**src/rtl/regxfer_pkg.sv**
```systemverilog
package regxfer_pkg;
    localparam int NREG = 3;
    localparam logic [1:0] DST_NONE = 2'd3;

    typedef enum logic [3:0] {
        OP_MOV    = 4'd0,
        OP_ADD    = 4'd1,
        OP_ONES   = 4'd2,
        OP_TWOS   = 4'd3,
        OP_SUB    = 4'd4,
        OP_INC    = 4'd5,
        OP_DEC    = 4'd6,
        OP_NOT    = 4'd7,
        OP_OR     = 4'd8,
        OP_AND    = 4'd9,
        OP_XOR    = 4'd10,
        OP_SHL    = 4'd11,
        OP_SHR    = 4'd12,
        OP_ADDSUB = 4'd13
    } op_e;
endpackage

```
**src/rtl/regxfer_arith.sv**
```systemverilog
module regxfer_arith import regxfer_pkg::*; #(
    parameter int W = 8
) (
    input  logic [3:0]   op,
    input  logic [W-1:0] a,
    input  logic [W-1:0] b,
    input  logic         sub_x,
    output logic [W-1:0] res,
    output logic         carry,
    output logic         is_arith
);
    logic [W-1:0] x_in, y_in;
    logic         cin;

    // One adder serves every arithmetic code; the operands are steered into it
    always_comb begin
        x_in     = a;
        y_in     = '0;
        cin      = 1'b0;
        is_arith = 1'b1;
        case (op)
            OP_ADD:    y_in = b;
            OP_ONES:   x_in = ~a;
            OP_TWOS:   begin x_in = ~a; cin = 1'b1; end
            OP_SUB:    begin y_in = ~b; cin = 1'b1; end
            OP_INC:    cin = 1'b1;
            OP_DEC:    y_in = '1;
            OP_ADDSUB: begin y_in = sub_x ? ~b : b; cin = sub_x; end
            default:   is_arith = 1'b0;
        endcase
        {carry, res} = {1'b0, x_in} + {1'b0, y_in} + {{W{1'b0}}, cin};
    end
endmodule

```
**src/rtl/regxfer_logic.sv**
```systemverilog
module regxfer_logic import regxfer_pkg::*; #(
    parameter int W = 8
) (
    input  logic [3:0]   op,
    input  logic [W-1:0] a,
    input  logic [W-1:0] b,
    output logic [W-1:0] res,
    output logic         is_logic
);
    always_comb begin
        is_logic = 1'b1;
        res      = a;
        case (op)
            OP_MOV:  res = a;
            OP_NOT:  res = ~a;
            OP_OR:   res = a | b;
            OP_AND:  res = a & b;
            OP_XOR:  res = a ^ b;
            OP_SHL:  res = {a[W-2:0], 1'b0};
            OP_SHR:  res = {1'b0, a[W-1:1]};
            default: is_logic = 1'b0;
        endcase
    end
endmodule

```
**src/rtl/regxfer_dp.sv**
```systemverilog
module regxfer_dp import regxfer_pkg::*; #(
    parameter int W = 8
) (
    input  logic         clk,
    input  logic         rst,
    input  logic [3:0]   op_sel,
    input  logic [1:0]   dst_sel,
    input  logic [1:0]   src_a_sel,
    input  logic [1:0]   src_b_sel,
    input  logic [W-1:0] din,
    input  logic         cond_en,
    input  logic         sub_x,
    input  logic         k1,
    input  logic         k2,
    output logic [W-1:0] r0_q,
    output logic [W-1:0] r1_q,
    output logic [W-1:0] r2_q,
    output logic         carry_q,
    output logic         zero_q
);
    typedef struct packed {
        logic [NREG-1:0][W-1:0] regs;
        logic                   carry;
        logic                   zero;
    } state_t;

    state_t st_d, st_q;

    logic [W-1:0] a_val, b_val, arith_res, logic_res, op_res;
    logic         arith_c, is_arith, is_logic, wr_ok;
    logic [NREG-1:0]        ld_en;
    logic [NREG-1:0][W-1:0] ld_val;

    // Operand selection: codes 0..2 pick a register, 3 picks the external input
    always_comb begin
        case (src_a_sel)
            2'd0:    a_val = st_q.regs[0];
            2'd1:    a_val = st_q.regs[1];
            2'd2:    a_val = st_q.regs[2];
            default: a_val = din;
        endcase
        case (src_b_sel)
            2'd0:    b_val = st_q.regs[0];
            2'd1:    b_val = st_q.regs[1];
            2'd2:    b_val = st_q.regs[2];
            default: b_val = din;
        endcase
    end

    regxfer_arith #(.W(W)) u_arith (
        .op       (op_sel),
        .a        (a_val),
        .b        (b_val),
        .sub_x    (sub_x),
        .res      (arith_res),
        .carry    (arith_c),
        .is_arith (is_arith)
    );

    regxfer_logic #(.W(W)) u_logic (
        .op       (op_sel),
        .a        (a_val),
        .b        (b_val),
        .res      (logic_res),
        .is_logic (is_logic)
    );

    assign op_res = is_arith ? arith_res : logic_res;
    assign wr_ok  = cond_en && (dst_sel != DST_NONE) && (is_arith || is_logic);

    // Per-register load enable and input value; R0 adds the two-variable transfer mux
    for (genvar i = 0; i < NREG; i++) begin : g_reg
        localparam logic [1:0] IDX = 2'(i);
        if (i == 0) begin : g_r0
            assign ld_en[i]  = k1 || k2 || (wr_ok && (dst_sel == IDX));
            assign ld_val[i] = k1 ? st_q.regs[1] :
                               k2 ? st_q.regs[2] : op_res;
        end else begin : g_rn
            assign ld_en[i]  = wr_ok && (dst_sel == IDX);
            assign ld_val[i] = op_res;
        end
    end

    always_comb begin
        st_d = st_q;
        for (int i = 0; i < NREG; i++) begin
            if (ld_en[i]) st_d.regs[i] = ld_val[i];
        end
        if (wr_ok && is_arith) begin
            st_d.carry = arith_c;
            st_d.zero  = (arith_res == '0);
        end
        if (rst) st_d = '0;
    end

    always_ff @(posedge clk) begin
        st_q <= st_d;
    end

    assign r0_q    = st_q.regs[0];
    assign r1_q    = st_q.regs[1];
    assign r2_q    = st_q.regs[2];
    assign carry_q = st_q.carry;
    assign zero_q  = st_q.zero;
endmodule

```
**config.mk**
```make
export PLATFORM = sky130hd
export DESIGN_NAME = regxfer_dp
export DESIGN_NICKNAME = d
export VERILOG_FILES = /design/src/rtl/regxfer_pkg.sv /design/src/rtl/regxfer_arith.sv /design/src/rtl/regxfer_logic.sv /design/src/rtl/regxfer_dp.sv
export SDC_FILE = /design/constraint.sdc
export NUM_CORES = 1
export LEC_CHECK = 0
export ABC_AREA = 1
export BUFFER_PORTS_ARGS = -buffer_cell sky130_fd_sc_hd__buf_4
export CAP_MARGIN = 20
export CORE_MARGIN = 5
export CORE_UTILIZATION = 42
export DETAILED_ROUTE_END_ITERATION = 7
export HOLD_SLACK_MARGIN = 0.06
export MAX_ROUTING_LAYER = met4
export PLACE_DENSITY = 0.69
export SKIP_LAST_GASP = 1
export SYNTH_ARGS = -nofsm -noshare
export SYNTH_HDL_FRONTEND = slang
export SYNTH_HIERARCHICAL = 1
export SYNTH_SLANG_ARGS = --single-unit
```
**constraint.sdc**
```tcl
create_clock -name clk -period 4.4 [get_ports clk]
set_input_delay 0.22 -clock clk [delete_from_list [all_inputs] [get_ports clk]]
set_output_delay 0.22 -clock clk [all_outputs]
set_load 0.02 [all_outputs]
```
; ---- Word level (Yosys, flattened, before mapping)
; Index checks and enable logic that the tools add are counted.
[word_totals]
register_bits = 26
input_bits = 24
out_inout_bits = 26
word_cells = 62
[classes]
n_addsub = 2
eq_ne = 20
muxes = 12
bitwise = 5
n_reduce_logical = 18
[op_table]
columns = op, count
row1 = 8-bit one-hot mux with 3 select lines, 2
row2 = 8-bit one-hot mux with 6 select lines, 1
row3 = 8-bit 2-to-1 mux, 5
row4 = 8-bit one-hot mux with 4 select lines, 1
row5 = 4-bit == test (second input constant), 6
row6 = 4-bit by 3-bit == test with 1-bit output (second input constant), 4
row7 = 8-bit NOT, 2
row8 = 7-bit OR reduction, 2
row9 = 8-bit by 8-bit adder with 9-bit output, 1
row10 = 9-bit by 1-bit adder with 9-bit output, 1
row11 = 8-bit bitwise AND, 1
row12 = 4-bit by 2-bit == test with 1-bit output (second input constant), 2
row13 = 8-bit logical NOT, 1
row14 = 8-bit OR, 1
row15 = 8-bit XOR, 1
row16 = 2-bit by 1-bit == test with 1-bit output (second input constant), 3
row17 = 2-bit == test (second input constant), 3
row18 = 1-bit logical AND, 6
row19 = 2-bit logical NOT, 3
row20 = 4-bit by 1-bit == test with 1-bit output (second input constant), 1
row21 = 4-bit logical NOT, 1
row22 = 1-bit logical OR, 3
row23 = 3-bit OR reduction, 1
row24 = 1-bit 2-to-1 mux, 2
row25 = 3 further kinds, 3

; ---- Longest topological paths before layout
[depth]
word_depth = 10
ltp_mapped = 22
ltp_nobuf = 22

; ---- By module
; Netlist, hierarchy kept.
[by_module_without_submodules]
columns = mod, instances, cells_per_inst, area_per_inst_um2, seq_area_each_um2
row1 = regxfer_dp, 1, 285, 1794.2, 520.5
row2 = regxfer_arith, 1, 148, 863.3, 0.0
row3 = regxfer_logic, 1, 152, 855.8, 0.0

; ---- Worst setup path before layout
; No wires, ideal clock.
[synth_path]
kind = in2reg
from = input src_b_sel[1]
to = register st_q, in the netlist r0_q[4]
setup_time_ns = 0.064
arrival_ns = 2.562
t_required_ns = 4.336
setup_slack_ns = 1.774
cell_stages = 17
n_path_buf = 0
path_cell_list = inv_1 nor2_1 nand2_1 o2111ai_1 xor2_1 a21oi_1 nand3_1 fa_1 inv_1 fa_1 inv_1 a21oi_1 xnor2_1 nand2_1 a31oi_1 nor2_1 nor2_1
[synth_via]
elab_chain_cells = 10
elab_cells_between_ends = 16
classes_between = add/sub: 2 / eq/ne: 2 / mux: 7 / bitwise: 4 / reduce/logical: 1
[synth_rtl]
columns = item, line_no
row1 = start: declaration, regxfer_dp.sv:9  ; input logic [1:0] src_b_sel,
row2 = 2-bit == test (tied with other cells), regxfer_dp.sv:42  ; case (src_b_sel)
row3 = 8-bit one-hot mux with 3 select lines (*), regxfer_dp.sv:42
row4 = named net b_val[0], regxfer_dp.sv:29  ; logic [W-1:0] a_val, b_val, arith_res, logic_res, op_res;
row5 = 8-bit NOT, "regxfer_arith.sv:25, regxfer_arith.sv:28"
row6 = 8-bit 2-to-1 mux, regxfer_arith.sv:28  ; OP_ADDSUB: begin y_in = sub_x ? ~b : b; cin = sub_x; end
row7 = 8-bit one-hot mux with 4 select lines (*), regxfer_arith.sv:21  ; case (op)
row8 = 8-bit by 8-bit adder with 9-bit output (*), regxfer_arith.sv:31  ; {carry, res} = {1'b0, x_in} + {1'b0, y_in} + {{W{1'b0}}, cin};
row9 = 9-bit by 1-bit adder with 9-bit output (*), regxfer_arith.sv:31
row10 = named net arith_res[4], regxfer_dp.sv:29
row11 = 8-bit 2-to-1 mux (*), regxfer_dp.sv:68  ; assign op_res = is_arith ? arith_res : logic_res;
row12 = 8-bit 2-to-1 mux (*), regxfer_dp.sv:77  ; k2 ? st_q.regs[2] : op_res;
row13 = 8-bit 2-to-1 mux (*), regxfer_dp.sv:76  ; assign ld_val[i] = k1 ? st_q.regs[1] :
row14 = end signal: assignment, regxfer_dp.sv:97  ; st_q <= st_d;
row15 = end: declaration, regxfer_dp.sv:27  ; state_t st_d, st_q;
; The timed path passes the listed nets; every way through them passes the cells marked *.
; A chain may end at the register's enable or synchronous reset.

; ---- Worst setup path in the final report
[layout_path]
from = register st_q, in the netlist r1_q[2]
to = register st_q, in the netlist r0_q[5]
[layout_via]
elab_chain_cells = 9
elab_cells_between_ends = 12
classes_between = add/sub: 2 / mux: 8 / bitwise: 2
[layout_rtl]
columns = item, line_no
row1 = 8-bit one-hot mux with 3 select lines (*), regxfer_dp.sv:42
row2 = named net b_val[2], regxfer_dp.sv:29
row3 = 8-bit NOT, "regxfer_arith.sv:25, regxfer_arith.sv:28"
row4 = 8-bit 2-to-1 mux, regxfer_arith.sv:28
row5 = 8-bit one-hot mux with 4 select lines (*), regxfer_arith.sv:21
row6 = 8-bit by 8-bit adder with 9-bit output (*), regxfer_arith.sv:31
row7 = 9-bit by 1-bit adder with 9-bit output (*), regxfer_arith.sv:31
row8 = named net arith_res[5], regxfer_dp.sv:29
row9 = 8-bit 2-to-1 mux (*), regxfer_dp.sv:68
row10 = 8-bit 2-to-1 mux (*), regxfer_dp.sv:77
row11 = 8-bit 2-to-1 mux (*), regxfer_dp.sv:76
; Marked as above.

==> flow_summary.ini <==
[die]
initial_core_util_pct = 43.0
fp.dieW_um = 101
io_pins = 50
placementRows = 33
core_um2 = 8180
die-area_um2 = 10300
die_h_um = 101

[grt]
grt_util_met3_pct = 1.45
globalRouteMet2Util_pct = 35.7
grt-ovfl-total = 0
antenna_found_initial = 0
track_usage_pct = 22.8
first_global_vias = 3727
gr-usage-met1_pct = 31.4
grt_start_max_net_pins = 25
grt_pass1_wl_um = 18500
grt-busiest-layer = met2

[worst_setup_path]
crit_path_frequent_cell = nand2_1
setup.worst_path.end_class = flop
critPathBufInv = 1
crit_chain = inv_1 > o2111ai_1 > xor2_1 > a21oi_1 > nand3_1 > ha_1 > or2_2 > nand3b_1 > nand3_1 > nand2_1 > nand2_1 > nand3_1 > nand2_1 > nand2_1 > nand2_1 > a21oi_1
cp_max_fo = 5
slowest_stage = o2111ai_1
critical_path.startpoint_type = flop
worstSetupPathType = flop to flop
crit_required_ns = 4.61
critPathMaxStageDelay_ns = 0.53
cp_top_family = simple AND/OR/NAND/NOR gates
cp.arrival_ns = 3.15

[synth]
seq_area_frac_synth_pct = 14.8
netlist_area_um2 = 3510
synth_area_leaders = nand2_1 19%, dfxtp_1 15%, nand3_1 11%, inv_1 8.4%, ha_1 8.2%
netlist_instances = 585
synth_fp_nets = 634
ys_types = 35
netlist.top_cell.by_area = nand2_1
synth.avg_cell_area_um2 = 6.01
synth_top_cell_area_share_pct = 19.4
yosysWarningCount = 6
ys_seq_elements = 26

[routing]
drt_iter0_markers = 264
routedWlPerCell_um = 15.2
drc = 0
first_pass_iters = 5
ant_nets = 0
routed_wl_um = 11100
num_vias = 3904
post_drt_via_cell_ratio = 5.35

[timing]
rsz0062_at_grt = false
finalSetupViolCount = 0
layout_setup_ws_ns = 1.46
tightest_slew_ns = 0.810
slew_violations = 0
clock_skew_ns = 0.00105
hold_viol = 0
finalCritPeriodShare_pct = 66.8
maxSlewHeadroom_pct = 45.9
fmax_ghz = 0.340
fin_setup_tns_ns = 0
period_minus_slack_ns = 2.94

[cts]
cts.sinks = 26
post_cts_resized = 0
cts_tree = yes
clkTransAtPathRegs_ns = 0.09
cts_buffers = 3
htreeDepth = 1
post_cts_buffers = 0
clock-root-buffer = clkbuf_8
clk_path_buf_depth = 2
ctsHoldBuffers = 0
clk_latency_ns = 0.27

[layout]
syn2layout_area_growth_pct = 13.2
finalNetCount = 675
final_common_cell = nand2_1
n_fill_cell = 852
n_antenna_cell = 0
layout_common_cells = 182 x nand2_1, 80 x nand3_1, 79 x inv_1
layout-drive-gt1-share_pct = 15.4

[pwr]
p_leak_nw = 1.95
ir_drop_mv = 0.207
power_density_nw_per_um2 = 210

[place]
io_buffer_count = 49
gp_congestion = 0.926
dpl_worst_slack_ns = 1.22
place_hpwl_um = 8790

[worst_hold_path]
hold_path_class = input pin to flop

[run]
maxCapViolCount = 0

[status]
outcome = complete, no violations
## flip-flops by register name, summed over array words and instances (netlist names)
signal,cells
carry_q,1
r0_q,8
r1_q,8
zero_q,1
r2_q,8
## synth_stat cells (all sizes together)
| master | instances |
|---|---|
| xor2 | 8 |
| clkinv | 1 |
| clkbuf | 1 |
| nand4 | 12 |
| a21oi | 42 |
| a31oi | 1 |
| nor2 | 46 |
| nand2 | 191 |
| fa | 2 |
| nand3b | 1 |
| inv | 87 |
| ha | 23 |
| nor3 | 1 |
| buf | 12 |
| xnor2 | 11 |
| or2 | 1 |
| o2111ai | 14 |
| o21ai | 18 |
| nand3 | 86 |
| o211ai | 1 |
| dfxtp | 26 |
## power by group
part,internal [mW],total [mW],switching (mW)
clock network,0.122,0.200,0.0784
logic,0.126,0.372,0.245
registers,0.247,0.262,0.0157
total,0.494,0.834,0.340
## worst register-to-register path, delay by kind of cell (launching register included)
family	cells	cell delay, ns
adders and majority gates	1	0.33
and+or+nand+nor	10	1.05
xor gates and xnor gates	1	0.16
AOI/OAI and AO/OA	3	0.82
buffers and inverters	1	0.09
DFF	1	0.42
## cell type report
cell class	count	area (µm²)	share of cell area [%]
clock buffer	3	41.3	1.04
sequential	26	520	13.1
inverter	88	338	8.50
clock inverter	1	30.0	0.755
timing repair buffer	49	368	9.25
multi-input combinational	458	2550	64.1
tap	105	131	3.30
## per-layer routing
metal / wire length (µm) / share of wire [%]
met1: 4870 / 44
met2: 5200 / 47
met3: 765 / 6.9
met4: 239 / 2.2
met5: 0 / 0
## kinds of logic after synthesis
logic type	share of synthesized area (%)
and+or+nand+nor	45.2
xor gates and xnor gates	4.74
adders and majority gates	9.33
buffers and inverters	12.7
DFF	14.8
AOI/OAI and AO/OA	13.3
## worst paths after layout
| kind | start | end | slack (ns) | cells after the start |
|---|---|---|---|---|
| min | rst | r1_q[3] | 0.25 | 2 |
| max reg2reg | r1_q[2] | r0_q[5] | 1.46 | 16 |
| min reg2reg | carry_q | carry_q | 0.50 | 2 |
| max | r1_q[2] | r0_q[5] | 1.46 | 16 |
## metrics by stage
stage          util [%]  cell area [µm²]  hold WS [ns]  power, mW  cells
6_report           48.6             3980         0.250      0.834    730
5_1_grt            48.6             3980         0.267      0.890    730
3_5_place_dp       47.8             3910         0.486      0.634    726
3_3_place_gp       47.8             3910         0.476      0.628    726
2_1_floorplan         -             3510         0.458      0.525    585
4_1_cts            48.6             3980         0.245      0.834    730
(Power assumes the default switching activity.)
